File: src/rtl/sfr_pkg.sv
package sfr_pkg;
  localparam int unsigned N_SUP = 4;
  localparam int unsigned DW    = 8;
  localparam int unsigned AW    = 3;

  localparam logic [AW-1:0] ADDR_EN12  = 3'd0;
  localparam logic [AW-1:0] ADDR_EN34  = 3'd1;
  localparam logic [AW-1:0] ADDR_HOLD  = 3'd2;
  localparam logic [AW-1:0] ADDR_FLT0  = 3'd4;

  localparam logic [DW-1:0] EN_RST   = 8'hFF;
  localparam logic [DW-1:0] HOLD_RST = 8'h7F;

  // supply 1 goes to the highest bit of a nibble
  function automatic logic [N_SUP-1:0] rev4(input logic [N_SUP-1:0] v);
    for (int i = 0; i < N_SUP; i++) rev4[i] = v[N_SUP-1-i];
  endfunction
endpackage

File: src/rtl/sfr_holdoff.sv
module sfr_holdoff #(
  parameter int unsigned UNIT_CYC = 2000
) (
  input  logic       clk_i,
  input  logic       rst_ni,
  input  logic       pwr_on_i,
  input  logic [2:0] sel_i,
  output logic       armed_o
);
  localparam int unsigned MAX_CYC = 8 * UNIT_CYC;
  localparam int unsigned CW      = $clog2(MAX_CYC + 1);

  logic          pwr_q;
  logic [CW-1:0] cnt_q;
  logic [CW-1:0] len;

  always_comb len = sel_i[2] ? (CW'(UNIT_CYC) << sel_i[1:0]) : '0;

  always_ff @(posedge clk_i or negedge rst_ni) begin
    if (!rst_ni) begin
      pwr_q <= 1'b0;
      cnt_q <= '0;
    end else begin
      pwr_q <= pwr_on_i;
      if (pwr_on_i && !pwr_q)  cnt_q <= len;
      else if (cnt_q != '0)    cnt_q <= cnt_q - CW'(1);
    end
  end

  assign armed_o = pwr_on_i & pwr_q & (cnt_q == '0);
endmodule

File: src/rtl/sfr_sources.sv
module sfr_sources
  import sfr_pkg::*;
(
  input  logic [N_SUP-1:0] bus_ov_i,
  input  logic [N_SUP-1:0] bus_uv_i,
  input  logic [N_SUP-1:0] card_uv1_i,
  input  logic [N_SUP-1:0] card_uv2_i,
  input  logic [N_SUP-1:0] ovc_i,
  input  logic [N_SUP-1:0] trk_err_i,
  input  logic [DW-1:0]    en12_i,
  input  logic [DW-1:0]    en34_i,
  input  logic [N_SUP-1:0] oc_en_i,
  output logic             hit_o,
  output logic [DW-1:0]    snap_bus_o,
  output logic [DW-1:0]    snap_card_o,
  output logic [DW-1:0]    snap_misc_o
);
  logic [N_SUP-1:0] sup_hit;

  for (genvar s = 0; s < N_SUP; s++) begin : g_sup
    localparam int B = (s % 2 == 0) ? 4 : 0;
    logic [DW-1:0] eb;
    assign eb = (s < 2) ? en12_i : en34_i;
    assign sup_hit[s] = (bus_ov_i[s]   & eb[B+3])
                      | (bus_uv_i[s]   & eb[B+2])
                      | (card_uv1_i[s] & eb[B+1])
                      | (card_uv2_i[s] & eb[B])
                      | (ovc_i[s]      & oc_en_i[N_SUP-1-s]);
  end

  assign hit_o       = |sup_hit;
  assign snap_bus_o  = {rev4(bus_uv_i),   rev4(bus_ov_i)};
  assign snap_card_o = {rev4(card_uv1_i), rev4(card_uv2_i)};
  assign snap_misc_o = {rev4(trk_err_i),  rev4(ovc_i)};
endmodule

File: src/rtl/sfr_fault_reg.sv
module sfr_fault_reg #(
  parameter int unsigned W = 8
) (
  input  logic         clk_i,
  input  logic         rst_ni,
  input  logic         rec_i,
  input  logic [W-1:0] snap_i,
  input  logic         wr_i,
  input  logic [W-1:0] wdata_i,
  output logic [W-1:0] q_o
);
  logic [W-1:0] keep, set;

  assign keep = wr_i  ? wdata_i : '1;
  assign set  = rec_i ? snap_i  : '0;

  always_ff @(posedge clk_i or negedge rst_ni) begin
    if (!rst_ni) q_o <= '0;
    else         q_o <= (q_o & keep) | set;  // record wins over clear
  end
endmodule

File: src/rtl/supply_irq_recorder.sv
module supply_irq_recorder
  import sfr_pkg::*;
#(
  parameter int unsigned UNIT_CYC = 2000
) (
  input  logic             clk_i,
  input  logic             rst_ni,
  input  logic             pwr_on_i,
  input  logic             clr_ni,
  input  logic [N_SUP-1:0] bus_ov_i,
  input  logic [N_SUP-1:0] bus_uv_i,
  input  logic [N_SUP-1:0] card_uv1_i,
  input  logic [N_SUP-1:0] card_uv2_i,
  input  logic [N_SUP-1:0] ovc_i,
  input  logic [N_SUP-1:0] trk_err_i,
  input  logic             wr_en_i,
  input  logic [AW-1:0]    wr_addr_i,
  input  logic [DW-1:0]    wr_data_i,
  output logic             irq_no,
  output logic [DW-1:0]    flt_bus_o,
  output logic [DW-1:0]    flt_card_o,
  output logic [DW-1:0]    flt_misc_o
);
  localparam int unsigned N_FLT = 3;

  logic [DW-1:0] en12_q, en34_q, hold_q;
  logic          armed, hit, fire, irq_q;
  logic [N_FLT-1:0][DW-1:0] snap, flt;

  always_ff @(posedge clk_i or negedge rst_ni) begin
    if (!rst_ni) begin
      en12_q <= EN_RST;
      en34_q <= EN_RST;
      hold_q <= HOLD_RST;
    end else if (wr_en_i) begin
      if (wr_addr_i == ADDR_EN12) en12_q <= wr_data_i;
      if (wr_addr_i == ADDR_EN34) en34_q <= wr_data_i;
      if (wr_addr_i == ADDR_HOLD) hold_q <= wr_data_i;
    end
  end

  sfr_holdoff #(.UNIT_CYC(UNIT_CYC)) u_hold (
    .clk_i    (clk_i),
    .rst_ni   (rst_ni),
    .pwr_on_i (pwr_on_i),
    .sel_i    (hold_q[6:4]),
    .armed_o  (armed)
  );

  sfr_sources u_src (
    .bus_ov_i    (bus_ov_i),
    .bus_uv_i    (bus_uv_i),
    .card_uv1_i  (card_uv1_i),
    .card_uv2_i  (card_uv2_i),
    .ovc_i       (ovc_i),
    .trk_err_i   (trk_err_i),
    .en12_i      (en12_q),
    .en34_i      (en34_q),
    .oc_en_i     (hold_q[3:0]),
    .hit_o       (hit),
    .snap_bus_o  (snap[0]),
    .snap_card_o (snap[1]),
    .snap_misc_o (snap[2])
  );

  assign fire = armed & hit;

  for (genvar g = 0; g < N_FLT; g++) begin : g_flt
    sfr_fault_reg #(.W(DW)) u_reg (
      .clk_i   (clk_i),
      .rst_ni  (rst_ni),
      .rec_i   (fire),
      .snap_i  (snap[g]),
      .wr_i    (wr_en_i && (wr_addr_i == AW'(ADDR_FLT0 + g))),
      .wdata_i (wr_data_i),
      .q_o     (flt[g])
    );
  end

  always_ff @(posedge clk_i or negedge rst_ni) begin
    if (!rst_ni)      irq_q <= 1'b0;
    else if (!clr_ni) irq_q <= 1'b0;
    else if (fire)    irq_q <= 1'b1;
  end

  assign irq_no     = ~irq_q;
  assign flt_bus_o  = flt[0];
  assign flt_card_o = flt[1];
  assign flt_misc_o = flt[2];
endmodule

File: config.mk
export PLATFORM = sky130hd
export DESIGN_NAME = supply_irq_recorder
export DESIGN_NICKNAME = d
export VERILOG_FILES = /design/src/rtl/sfr_pkg.sv /design/src/rtl/sfr_holdoff.sv /design/src/rtl/sfr_sources.sv /design/src/rtl/sfr_fault_reg.sv /design/src/rtl/supply_irq_recorder.sv
export SDC_FILE = /design/constraint.sdc
export NUM_CORES = 1
export LEC_CHECK = 0
export BUFFER_PORTS_ARGS = -buffer_cell sky130_fd_sc_hd__buf_2
export CAP_MARGIN = 40
export CORE_MARGIN = 3
export CORE_UTILIZATION = 39
export CTS_BUF_LIST = sky130_fd_sc_hd__clkbuf_4 sky130_fd_sc_hd__clkbuf_8
export DETAILED_ROUTE_END_ITERATION = 10
export PLACE_DENSITY = 0.72
export SYNTH_ARGS = -nofsm -noshare
export SYNTH_HDL_FRONTEND = slang
export SYNTH_SLANG_ARGS = --single-unit
File: constraint.sdc
create_clock -name clk_i -period 2.4 [get_ports clk_i]
set_clock_uncertainty 0.1 [all_clocks]
set_input_delay 0.24 -clock clk_i [delete_from_list [all_inputs] [get_ports clk_i]]
set_output_delay 0.24 -clock clk_i [all_outputs]
set_load 0.1 [all_outputs]
==> results of run 1 <==
[worst max path at each step]
stage | startpoint | end | depth (start not counted) | slack, ps
floorplan | u_hold.cnt_q[0] | u_hold.cnt_q[1] | 7 | 190
global placement | u_hold.cnt_q[0] | u_hold.cnt_q[1] | 6 | 180
detailed placement | u_hold.cnt_q[0] | u_hold.cnt_q[1] | 6 | 140
CTS | u_hold.cnt_q[0] | u_hold.cnt_q[1] | 6 | 110
global route | u_hold.cnt_q[0] | u_hold.cnt_q[1] | 6 | 40
finish | u_hold.cnt_q[0] | u_hold.cnt_q[1] | 6 | 170
[cells by family after synthesis]
group,synth area share
simple gates,0.156
flops,0.505
fa+ha+maj,0.00786
xor+xnor,0.0165
mux,0.0779
buf+inv,0.0315
compound gates,0.206
[what timing repair did]
| action | in CTS | in global routing |
|---|---|---|
| gates resized for setup | 0 | 1 |
| hold buffers | 2 | 0 |
| buffers inserted | 0 | 0 |
| hold endpoints to repair | 3 | 0 |
| setup endpoints to repair | 0 | 4 |
[layer usage]
metal  track usage  wire length [um]  vias to the layer above  share of wire
met5             0                 0                        -              0
met4        0.0502               111                        0          0.013
met3        0.0524               468                       11          0.055
met2         0.336              4250                       76           0.50
met1         0.250              3670                     1360           0.43
li1              -                 -                     1269              -
[area by class of cell]
type                            instances  area [sq um]  share of cell area
Clock buffer                           13           173              0.0447
Clock inverter                          3          40.0              0.0104
Timing Repair Buffer                   75           420               0.109
Tap cell                              102           128              0.0331
Inverter                                4          15.0             0.00389
Sequential cell                        63          1610               0.416
Multi-Input combinational cell        215          1480               0.383
[cells in the final DEF, fill, tap and decap left out, types with 8 or more instances in the layout]
cell                       synthesis  layout
sky130_fd_sc_hd__nand2_1           9       9
sky130_fd_sc_hd__mux2_2           22      22
sky130_fd_sc_hd__nor3_1           28      28
sky130_fd_sc_hd__buf_2             2      64
sky130_fd_sc_hd__dfrtp_1          40      40
sky130_fd_sc_hd__dfstp_2          23      23
sky130_fd_sc_hd__o21a_1           24      24
sky130_fd_sc_hd__clkbuf_8          0      12
sky130_fd_sc_hd__a21oi_1          53      53
sky130_fd_sc_hd__buf_4             0       8
[state kept, by name, indices dropped and copies added, names as in the netlist]
register and count:
en34_q 8, irq_q 1, g_flt.u_reg.q_o 24, en12_q 8, hold_q 7, u_hold.pwr_q 1, u_hold.cnt_q 14
[report_power, final]
| part | switching, mW | total, mW | internal [mW] |
|---|---|---|---|
| logic | 1.11 | 1.60 | 0.495 |
| registers | 0.229 | 1.62 | 1.39 |
| clock network | 0.395 | 0.969 | 0.573 |
| total | 1.73 | 4.19 | 2.46 |
[tightest hold or removal path, cell delays in order]
cell and delay, ps:
sky130_fd_sc_hd__buf_2 100, sky130_fd_sc_hd__o21ai_0 70, sky130_fd_sc_hd__a31oi_1 40
==> metrics.md, run 1 <==
| Metric | Value |
|---|---|
| Layout cell share with drive strength beyond 1 | `0.391` |
| Cell count after synthesis | `298` |
| Total global-route track usage | `0.198` |
| Final Hold Viols | `0` |
| Clock transition at the registers of the reported paths | `70 ps` |
| Worst hold margin | `71.1 ps` |
| Overall die height | `96.3 um` |
| Clk buf depth | `2` |
| Routability cong. | `0.812` |
| Maximum clock frequency | `449 MHz` |
| Primary FF master, synth | `sky130_fd_sc_hd__dfrtp_1` |
| Leading post-synthesis cells by instance count | `sky130_fd_sc_hd__a21oi_1, sky130_fd_sc_hd__dfrtp_1, sky130_fd_sc_hd__nor3_1` |
| Highest cell delay on the worst timing path | `590 ps` |
| Leak Pwr | `1.70 nW` |
| Post-DR vias/cell | `5.72` |
| Post-layout utilization of the core | `0.495` |
| RSZ-0062 raised after global routing | `false` |
| Type of element launching the critical path | `flip-flop` |
| Reg2reg end | `u_hold.cnt_q[1]` |
| Worst slack at placement | `135 ps` |
| Number of inserted diodes | `0` |
| Element type at the critical path end | `flip-flop` |
| DR WL/cell | `17.9 um` |
| Area growth syn-to-layout | `21.4%` |
| Final number of max-transition violations | `0` |
| Final setup TNS | `0 ps` |
| PnR worst setup slack | `173 ps` |
| Portion of synthesized cell area occupied by the leading cell type | `0.315` |
| Worst hold path startpoint | `clr_ni` |
| Most repeated cell in the gate-level netlist after synthesis | `sky130_fd_sc_hd__a21oi_1` |
| Hold Crit Class | `in2reg` |
| Total power density per cell area | `1080 nW/um^2` |
| Result of the run | `completed` |
| Number of rows created at floorplan | `32` |
| Placed Instances | `457` |
| Top cells by area in the synthesized netlist | `sky130_fd_sc_hd__dfrtp_1, sky130_fd_sc_hd__dfstp_2, sky130_fd_sc_hd__a21oi_1, sky130_fd_sc_hd__mux2_2, sky130_fd_sc_hd__o21a_1` |
| Number of remaining DRC errors | `0` |
| Master of the slowest instance on the critical path | `sky130_fd_sc_hd__or4_4` |
| Residual antenna-violating net count after detailed routing | `0` |
| Worst Reg2Reg Path Length in Cells | `6` |
| Cells along the critical path | `inv_1, ha_1, or4b_4, or4_4, nor2_1, a211oi_2` |
| CP bufs+invs | `1` |
| Post-Syn Area | `3180 sq um` |
| Worst slew slack as a fraction of its limit | `0.423` |
| Worst R2R Setup Slack | `170 ps` |
| Worst vdd rail ir drop | `0.625 mV` |
| Total wire length | `8490 um` |
| DR iter-0 viols | `145` |
| Clock latency on the worst-skew pair | `330 ps` |
| Antenna violations before repair | `0` |
| Number of buffers added by the clock tree synthesis step | `9` |
| Tmin final | `2230 ps` |
| Filler Cells Inserted | `726` |
| Placed wire-length estimate | `6000 um` |
| Die footprint | `9280 sq um` |
| Number of max-capacitance violations reported | `0` |
| Reg-to-Reg Start | `u_hold.cnt_q[0]` |
| Initial standard-cell utilization of the core | `0.408` |
| Library cell occupying the most area in the post-synthesis netlist | `sky130_fd_sc_hd__dfrtp_1` |
| First-pass GRT wire length | `14,100 um` |
| Cells on Worst Hold Path | `3` |
| CTS Sinks | `63` |
| Final non-filler cell total | `475` |
| Critical path class | `reg2reg` |
| Vias in the first global route | `2,871` |
| Count of yosys warnings during synthesis | `0` |
| Clock tree from TritonCTS | `built` |
| Total number of nets in the final design | `410` |
| Largest net degree at the start of global routing | `64` |
| Die width | `96.3 um` |
| End point of the worst hold path | `irq_q` |
| Cell type group with the largest total delay on the critical path | `simple AND/OR/NAND/NOR gates` |
| Placeable Area | `7810 sq um` |
| Standard cell area after detailed placement | `3620 sq um` |
| I/O pin total | `65` |
| Post-synthesis register bit count | `63` |
| Fin crit share | `0.928` |
| Post-route total power | `4.19 mW` |
| Deepest level of the CTS H-tree | `3` |
| Worst path arrival time | `2300 ps` |
| Leftover overflow at the end of global routing | `0` |
| Number of port buffers | `64` |
| Library cells used by synthesis | `47` |
| Post-synth EDFFs | `0` |
| Share of synthesized registers carrying an async set or reset | `1.00` |
| Total setup violations reported at the end of the flow | `0` |
| TritonRoute pass-1 iters | `4` |
| Total via count after detailed routing | `2,716` |
| Post-Syn Area per Cell | `10.7 sq um` |
| Share of synthesized area occupied by flip-flops and latches | `0.505` |
| Critical path required time | `2470 ps` |
| Maximum fanout along the worst path | `6` |
| Clock root buffer | `sky130_fd_sc_hd__clkbuf_8` |
| Tightest Pin Transition | `863 ps` |
| Net Count, Synth | `340` |
| Summed area of non-filler cells in the final layout | `3860 sq um` |
(Power assumes the default switching activity.)
==> inputs of run 2 (changes only) <==
--- a/config.mk
+++ b/config.mk
@@ -6,12 +6,12 @@
 export NUM_CORES = 1
 export LEC_CHECK = 0
 export BUFFER_PORTS_ARGS = -buffer_cell sky130_fd_sc_hd__buf_2
-export CAP_MARGIN = 40
+export CAP_MARGIN = 20
 export CORE_MARGIN = 3
-export CORE_UTILIZATION = 39
-export CTS_BUF_LIST = sky130_fd_sc_hd__clkbuf_4 sky130_fd_sc_hd__clkbuf_8
+export CORE_UTILIZATION = 45
+export CTS_BUF_LIST = sky130_fd_sc_hd__clkbuf_16
 export DETAILED_ROUTE_END_ITERATION = 10
-export PLACE_DENSITY = 0.72
+export PLACE_DENSITY = 0.8
 export SYNTH_ARGS = -nofsm -noshare
 export SYNTH_HDL_FRONTEND = slang
 export SYNTH_SLANG_ARGS = --single-unit
==> run 2 against run 1 <==
Compared with the run above:
- wire length down 0.18%
- power up 12%
- critical path depth stayed put
- utilization grew 8.8 points
- combinational power about the same
- worst hold slack got worse by 19 ps
- final cell count decreased by 1.5%
==> metrics.md, run 2 (synthesis results as in run 1) <==
| Metric | Value |
|---|---|
| Placed wire-length estimate | `5990 um` |
| Total wire length | `8480 um` |
| CTS Sinks | `63` |
| Worst hold path startpoint | `clr_ni` |
| Critical path class | `reg2reg` |
| Element type at the critical path end | `flip-flop` |
| Number of buffers added by the clock tree synthesis step | `9` |
| DR WL/cell | `18.1 um` |
| Clock tree from TritonCTS | `built` |
| Number of remaining DRC errors | `0` |
| Vias in the first global route | `2,811` |
| Worst vdd rail ir drop | `0.587 mV` |
| Largest net degree at the start of global routing | `39` |
| Final Hold Viols | `0` |
| Clock root buffer | `sky130_fd_sc_hd__clkbuf_16` |
| Commonest cells after routing, fill and taps aside | `sky130_fd_sc_hd__buf_2, sky130_fd_sc_hd__a21oi_1, sky130_fd_sc_hd__dfrtp_1` |
| Met2 WL post-DR | `4050 um` |
| # Post-CTS Setup Buffers | `0` |
| Deepest level of the CTS H-tree | `3` |
| Leading registers by flop count | `g_flt.u_reg.q_o x24, u_hold.cnt_q x14` |
| PnR worst setup slack | `137 ps` |
| Number of port buffers | `64` |
| Critical path required time | `2480 ps` |
| Initial standard-cell utilization of the core | `0.466` |
| RSZ-0062 raised after global routing | `false` |
| I/O pin total | `65` |
| Maximum fanout along the worst path | `6` |
| Die footprint | `8120 sq um` |
| Total number of nets in the final design | `409` |
| Total power density per cell area | `1180 nW/um^2` |
| Hold-fix buffers, CTS | `2` |
| Worst Reg2Reg Path Length in Cells | `6` |
| Maximum clock frequency | `442 MHz` |
| Worst hold margin | `52.0 ps` |
| First-pass GRT wire length | `13,800 um` |
| Clock latency on the worst-skew pair | `330 ps` |
| Placeable Area | `6830 sq um` |
| TritonRoute pass-1 iters | `4` |
| Post-DR vias/cell | `5.80` |
| Clk buf depth | `2` |
| CP bufs+invs | `1` |
| Final setup TNS | `0 ps` |
| Total global-route track usage | `0.217` |
| Residual antenna-violating net count after detailed routing | `0` |
| Worst R2R Setup Slack | `140 ps` |
| Area growth syn-to-layout | `25.0%` |
| Most frequent standard cell in the layout excluding fill and tap cells | `sky130_fd_sc_hd__buf_2` |
| Tmin final | `2260 ps` |
| Result of the run | `completed` |
| Cells on Worst Hold Path | `3` |
| Max Used Layer | `met4` |
| Largest register FFs | `24` |
| Leftover overflow at the end of global routing | `0` |
| Layout cell share with drive strength beyond 1 | `0.384` |
| Worst path arrival time | `2340 ps` |
| Master of the slowest instance on the critical path | `sky130_fd_sc_hd__or4_4` |
| Overall die height | `90.1 um` |
| DR WL met3 | `639 um` |
| Number of gates given a new drive strength after cts | `0` |
| Die width | `90.1 um` |
| Worst slew slack as a fraction of its limit | `0.431` |
| Routability cong. | `0.836` |
| Clock transition at the registers of the reported paths | `50 ps` |
| Reg2reg end | `u_hold.cnt_q[1]` |
| Number of rows created at floorplan | `30` |
| Total via count after detailed routing | `2,714` |
| Antenna violations before repair | `0` |
| Fin crit share | `0.943` |
| Final non-filler cell total | `468` |
| Routed length on met1 | `3590 um` |
| Highest cell delay on the worst timing path | `610 ps` |
| Placed Instances | `450` |
| Number of inserted diodes | `0` |
| End point of the worst hold path | `irq_q` |
| Final number of max-transition violations | `0` |
| Total setup violations reported at the end of the flow | `0` |
| Leak Pwr | `1.75 nW` |
| Cell type group with the largest total delay on the critical path | `simple AND/OR/NAND/NOR gates` |
| Number of max-capacitance violations reported | `0` |
| Reg-to-Reg Start | `u_hold.cnt_q[0]` |
| Register bank with the most flops | `g_flt.u_reg.q_o` |
| Cells along the critical path | `inv_1, ha_1, or4b_1, or4_4, nor2_1, a211oi_2` |
| Type of element launching the critical path | `flip-flop` |
| Worst slack at placement | `148 ps` |
| Tightest Pin Transition | `852 ps` |
| DR iter-0 viols | `150` |
| Hold Crit Class | `in2reg` |
[run 2: how the worst max path moves through the flow]
stage / depth (start not counted) / endpoint / start
6_report: 6 / u_hold.cnt_q[1] / u_hold.cnt_q[0]
5_1_grt: 6 / u_hold.cnt_q[2] / u_hold.cnt_q[0]
4_1_cts: 6 / u_hold.cnt_q[1] / u_hold.cnt_q[0]
3_5_place_dp: 6 / u_hold.cnt_q[1] / u_hold.cnt_q[0]
3_3_place_gp: 6 / u_hold.cnt_q[1] / u_hold.cnt_q[0]
2_1_floorplan: 7 / u_hold.cnt_q[1] / u_hold.cnt_q[0]
[run 2: cell type report]
cell class | instances | area (sq um)
Multi-Input combinational cell | 215 | 1480
Clock inverter | 7 | 111
Clock buffer | 9 | 225
Tap cell | 96 | 120
Sequential cell | 63 | 1610
Fill cell | 603 | 2850
Inverter | 4 | 15.0
Timing Repair Buffer | 74 | 425
[run 2: report_power, final]
part / switching, mW / internal [mW] / total [mW]
combinational: 1.11 / 0.489 / 1.60
clock: 0.472 / 1.01 / 1.48
sequential: 0.231 / 1.39 / 1.62
total: 1.82 / 2.88 / 4.70
[run 2: through the flow]
step                      utilization  cell area, sq um  power (mW)
final                           0.582              3980        4.70
after floorplan                     -              3180        2.86
after CTS                       0.582              3980        4.71
after detailed placement        0.530              3620        3.22
after global routing            0.582              3980        4.90
after global placement          0.530              3620        3.16
[run 2: worst min-delay path, stage by stage]
cell	delay (ps)
sky130_fd_sc_hd__buf_2	90
sky130_fd_sc_hd__o21ai_0	70
sky130_fd_sc_hd__a31oi_1	40
[run 2: per-layer routing]
layer | vias up | GRT usage
met5 | - | 0
met4 | 0 | 0.121
met3 | 17 | 0.0561
met2 | 118 | 0.350
met1 | 1313 | 0.264
li1 | 1266 | -
==> inputs of run 3 (changes only) <==
--- a/config.mk
+++ b/config.mk
@@ -5,6 +5,7 @@
 export SDC_FILE = /design/constraint.sdc
 export NUM_CORES = 1
 export LEC_CHECK = 0
+export ABC_AREA = 1
 export BUFFER_PORTS_ARGS = -buffer_cell sky130_fd_sc_hd__buf_2
 export CAP_MARGIN = 20
 export CORE_MARGIN = 3
==> run 3 against run 2 <==
Compared with the run above:
- sequential power increased by 2%
- synthesized cell count increased by 27%
- critical path depth increased by 2
- largest cell class unchanged
- flip-flop and latch count unchanged
- non-clock buffer count decreased by 5
- first-iteration DRC count decreased by 41%
- maximum frequency increased by 24%
==> metrics.md, run 3 <==
| Metric | Value |
|---|---|
| Share of synthesized registers carrying an async set or reset | `1.00` |
| Final setup TNS | `0 ps` |
| Tmin final | `1820 ps` |
| Vias in the first global route | `2,713` |
| First-pass GRT wire length | `12,800 um` |
| CTS Sinks | `63` |
| Total global-route track usage | `0.211` |
| Share of synthesized area occupied by flip-flops and latches | `0.513` |
| Number of buffers added by the clock tree synthesis step | `9` |
| Clk buf depth | `2` |
| Worst path arrival time | `1970 ps` |
| Total via count after detailed routing | `2,722` |
| Largest register FFs | `24` |
| Clock root buffer | `sky130_fd_sc_hd__clkbuf_16` |
| Hold Crit Class | `in2reg` |
| Worst hold path startpoint | `clr_ni` |
| Worst Reg2Reg Path Length in Cells | `8` |
| DR WL met3 | `366 um` |
| Post-DR vias/cell | `5.14` |
| Number of rows created at floorplan | `29` |
| Total wire length | `7610 um` |
| Routability cong. | `0.841` |
| DR WL/cell | `14.4 um` |
| Reg-to-Reg Start | `u_hold.cnt_q[0]` |
| RSZ-0062 raised after global routing | `false` |
| Residual antenna-violating net count after detailed routing | `0` |
| Max Used Layer | `met4` |
| Type of element launching the critical path | `flip-flop` |
| Most repeated cell in the gate-level netlist after synthesis | `sky130_fd_sc_hd__nand2_1` |
| Cells on Worst Hold Path | `3` |
| Placeable Area | `6530 sq um` |
| Number of remaining DRC errors | `0` |
| Simple-Gate Fraction of Synth Area | `0.280` |
| Largest net degree at the start of global routing | `37` |
| Layout cell share with drive strength beyond 1 | `0.276` |
| Filler Cells Inserted | `569` |
| Placed Instances | `512` |
| Post-synthesis share of cell area spent on full adders, half adders and majority gates | `0.00799` |
| Leading post-synthesis cells by instance count | `sky130_fd_sc_hd__nand2_1, sky130_fd_sc_hd__o21ai_0, sky130_fd_sc_hd__inv_1` |
| Count of yosys warnings during synthesis | `0` |
| Overall die height | `89.4 um` |
| Initial standard-cell utilization of the core | `0.480` |
| Critical path class | `reg2reg` |
| Placed wire-length estimate | `5380 um` |
| Clock tree from TritonCTS | `built` |
| Number of max-capacitance violations reported | `0` |
| Most frequent standard cell in the layout excluding fill and tap cells | `sky130_fd_sc_hd__nand2_1` |
| Final Hold Viols | `0` |
| Number of gates given a new drive strength after cts | `0` |
| Final non-filler cell total | `530` |
| Leak Pwr | `2.08 nW` |
| Fin crit share | `0.758` |
| DR iter-0 viols | `89` |
| Area growth syn-to-layout | `20.9%` |
| Met2 WL post-DR | `3840 um` |
| Fraction of synthesized cell area in xor and xnor cells | `0.0140` |
| Total power density per cell area | `1300 nW/um^2` |
| Critical path required time | `2550 ps` |
| Multiplexer share of the synthesized area | `0` |
| Post-synth EDFFs | `0` |
| PnR worst setup slack | `581 ps` |
| Total setup violations reported at the end of the flow | `0` |
| Die width | `89.4 um` |
| Reg2reg end | `irq_q` |
| Deepest level of the CTS H-tree | `3` |
| Maximum clock frequency | `550 MHz` |
| Top cells by area in the synthesized netlist | `sky130_fd_sc_hd__dfrtp_1, sky130_fd_sc_hd__dfstp_2, sky130_fd_sc_hd__nand2_1, sky130_fd_sc_hd__o21ai_0, sky130_fd_sc_hd__inv_1` |
| Net Count, Synth | `419` |
| Library cell occupying the most area in the post-synthesis netlist | `sky130_fd_sc_hd__dfrtp_1` |
| Element type at the critical path end | `flip-flop` |
| Clock transition at the registers of the reported paths | `50 ps` |
| Register bank with the most flops | `g_flt.u_reg.q_o` |
| Number of port buffers | `64` |
| Post-synthesis register bit count | `63` |
| Leftover overflow at the end of global routing | `0` |
| Primary FF master, synth | `sky130_fd_sc_hd__dfrtp_1` |
| Post-Syn Area per Cell | `8.31 sq um` |
| Total number of nets in the final design | `490` |
| End point of the worst hold path | `irq_q` |
| Worst R2R Setup Slack | `580 ps` |
| Routed length on met1 | `3230 um` |
| Tightest Pin Transition | `673 ps` |
| Final number of max-transition violations | `0` |
| Worst slew slack as a fraction of its limit | `0.551` |
| TritonRoute pass-1 iters | `4` |
| Clock latency on the worst-skew pair | `330 ps` |
| Worst slack at placement | `609 ps` |
| Result of the run | `completed` |
| Maximum fanout along the worst path | `25` |
| Leading registers by flop count | `g_flt.u_reg.q_o x24, u_hold.cnt_q x14` |
| Antenna violations before repair | `0` |
| Main combinational cell family by area after synthesis | `simple AND/OR/NAND/NOR gates` |
| I/O pin total | `65` |
| Post-Syn Area | `3130 sq um` |
| Number of inserted diodes | `0` |
| Post-synthesis compound-gate area fraction | `0.111` |
| Portion of synthesized cell area occupied by the leading cell type | `0.320` |
| Cell count after synthesis | `377` |
| Die footprint | `8000 sq um` |
| Worst vdd rail ir drop | `0.771 mV` |
| Library cells used by synthesis | `28` |
| Commonest cells after routing, fill and taps aside | `sky130_fd_sc_hd__nand2_1, sky130_fd_sc_hd__buf_2, sky130_fd_sc_hd__o21ai_0` |
==> run 3: cell types whose count changed in the layout (fill, tap and decap cells not counted), sizes merged, moves of 26 or more <==
| cell | before | now |
|---|---|---|
| nand2 | 10 | 115 |
| nor3 | 29 | 0 |
| a21oi | 54 | 13 |
| nor2 | 5 | 31 |
| o21ai | 5 | 52 |
| nand3 | 3 | 39 |
| inv | 4 | 43 |
==> run 3: worst max-delay path by stage <==
stage / startpoint / to / slack [ps] / cells after the start
finish: u_hold.cnt_q[0] / irq_q / 580 / 8
CTS: u_hold.cnt_q[0] / irq_q / 580 / 8
global placement: u_hold.cnt_q[0] / irq_q / 690 / 8
global route: u_hold.cnt_q[0] / irq_q / 440 / 8
detailed placement: u_hold.cnt_q[0] / irq_q / 610 / 8
floorplan: u_hold.cnt_q[0] / g_flt[0].u_reg.q_o[1] / 910 / 9
==> run 3: layer usage <==
metal / track usage / vias to the layer above
li1: - / 1344
met1: 0.264 / 1289
met2: 0.354 / 73
met3: 0.0535 / 16
met4: 0.0717 / 0
met5: 0 / -
==> run 3: power breakdown <==
part	switching [mW]	internal [mW]	total, mW
Sequential	0.224	1.43	1.66
Clock	0.430	0.677	1.11
Combinational	1.68	0.469	2.15
==> run 3: area by class of cell <==
type                            instances  area, sq um  area share
Clock buffer                            9          225      0.0595
Tap cell                               77         96.3      0.0254
Timing Repair Buffer                   69          375      0.0991
Inverter                               42          158      0.0416
Sequential cell                        63         1610       0.424
Clock inverter                          7         32.5     0.00859
Multi-Input combinational cell        263         1290       0.342
==> run 3: critical path, cell delays in order, from the launching register on <==
cell and delay, ps:
sky130_fd_sc_hd__dfrtp_1 380, sky130_fd_sc_hd__inv_1 110, sky130_fd_sc_hd__ha_1 170, sky130_fd_sc_hd__nand3_1 120, sky130_fd_sc_hd__nor2_4 150, sky130_fd_sc_hd__nand2_4 100
sky130_fd_sc_hd__nor2_8 360, sky130_fd_sc_hd__nand2_1 110, sky130_fd_sc_hd__a21oi_1 140
==> run 3: per-stage QoR <==
step	power, mW	instance area, sq um	utilization	hold slack [ps]
2_1_floorplan	3.38	3130	-	-156
3_3_place_gp	3.74	3510	0.537	199
3_5_place_dp	3.80	3510	0.537	206
4_1_cts	4.93	3790	0.580	21.8
5_1_grt	5.19	3790	0.580	44.8
6_report	4.91	3790	0.580	32.1
==> run 3: what timing repair did <==
item | 4_1_cts | 5_1_grt
setup buffers | 0 | 0
hold buffers | 2 | 0
endpoints found under the hold margin | 23 | 0
==> run 3: cells by family (layout without fill, tap and decap cells) <==
family,Yosys count,count (layout)
AO/OA/AOI/OAI,68,68
AND/OR/NAND/NOR,188,188
buffers and inverters,51,127
flip-flops,63,63
XOR/XNOR,5,5
adder cells (fa/ha/maj),2,2
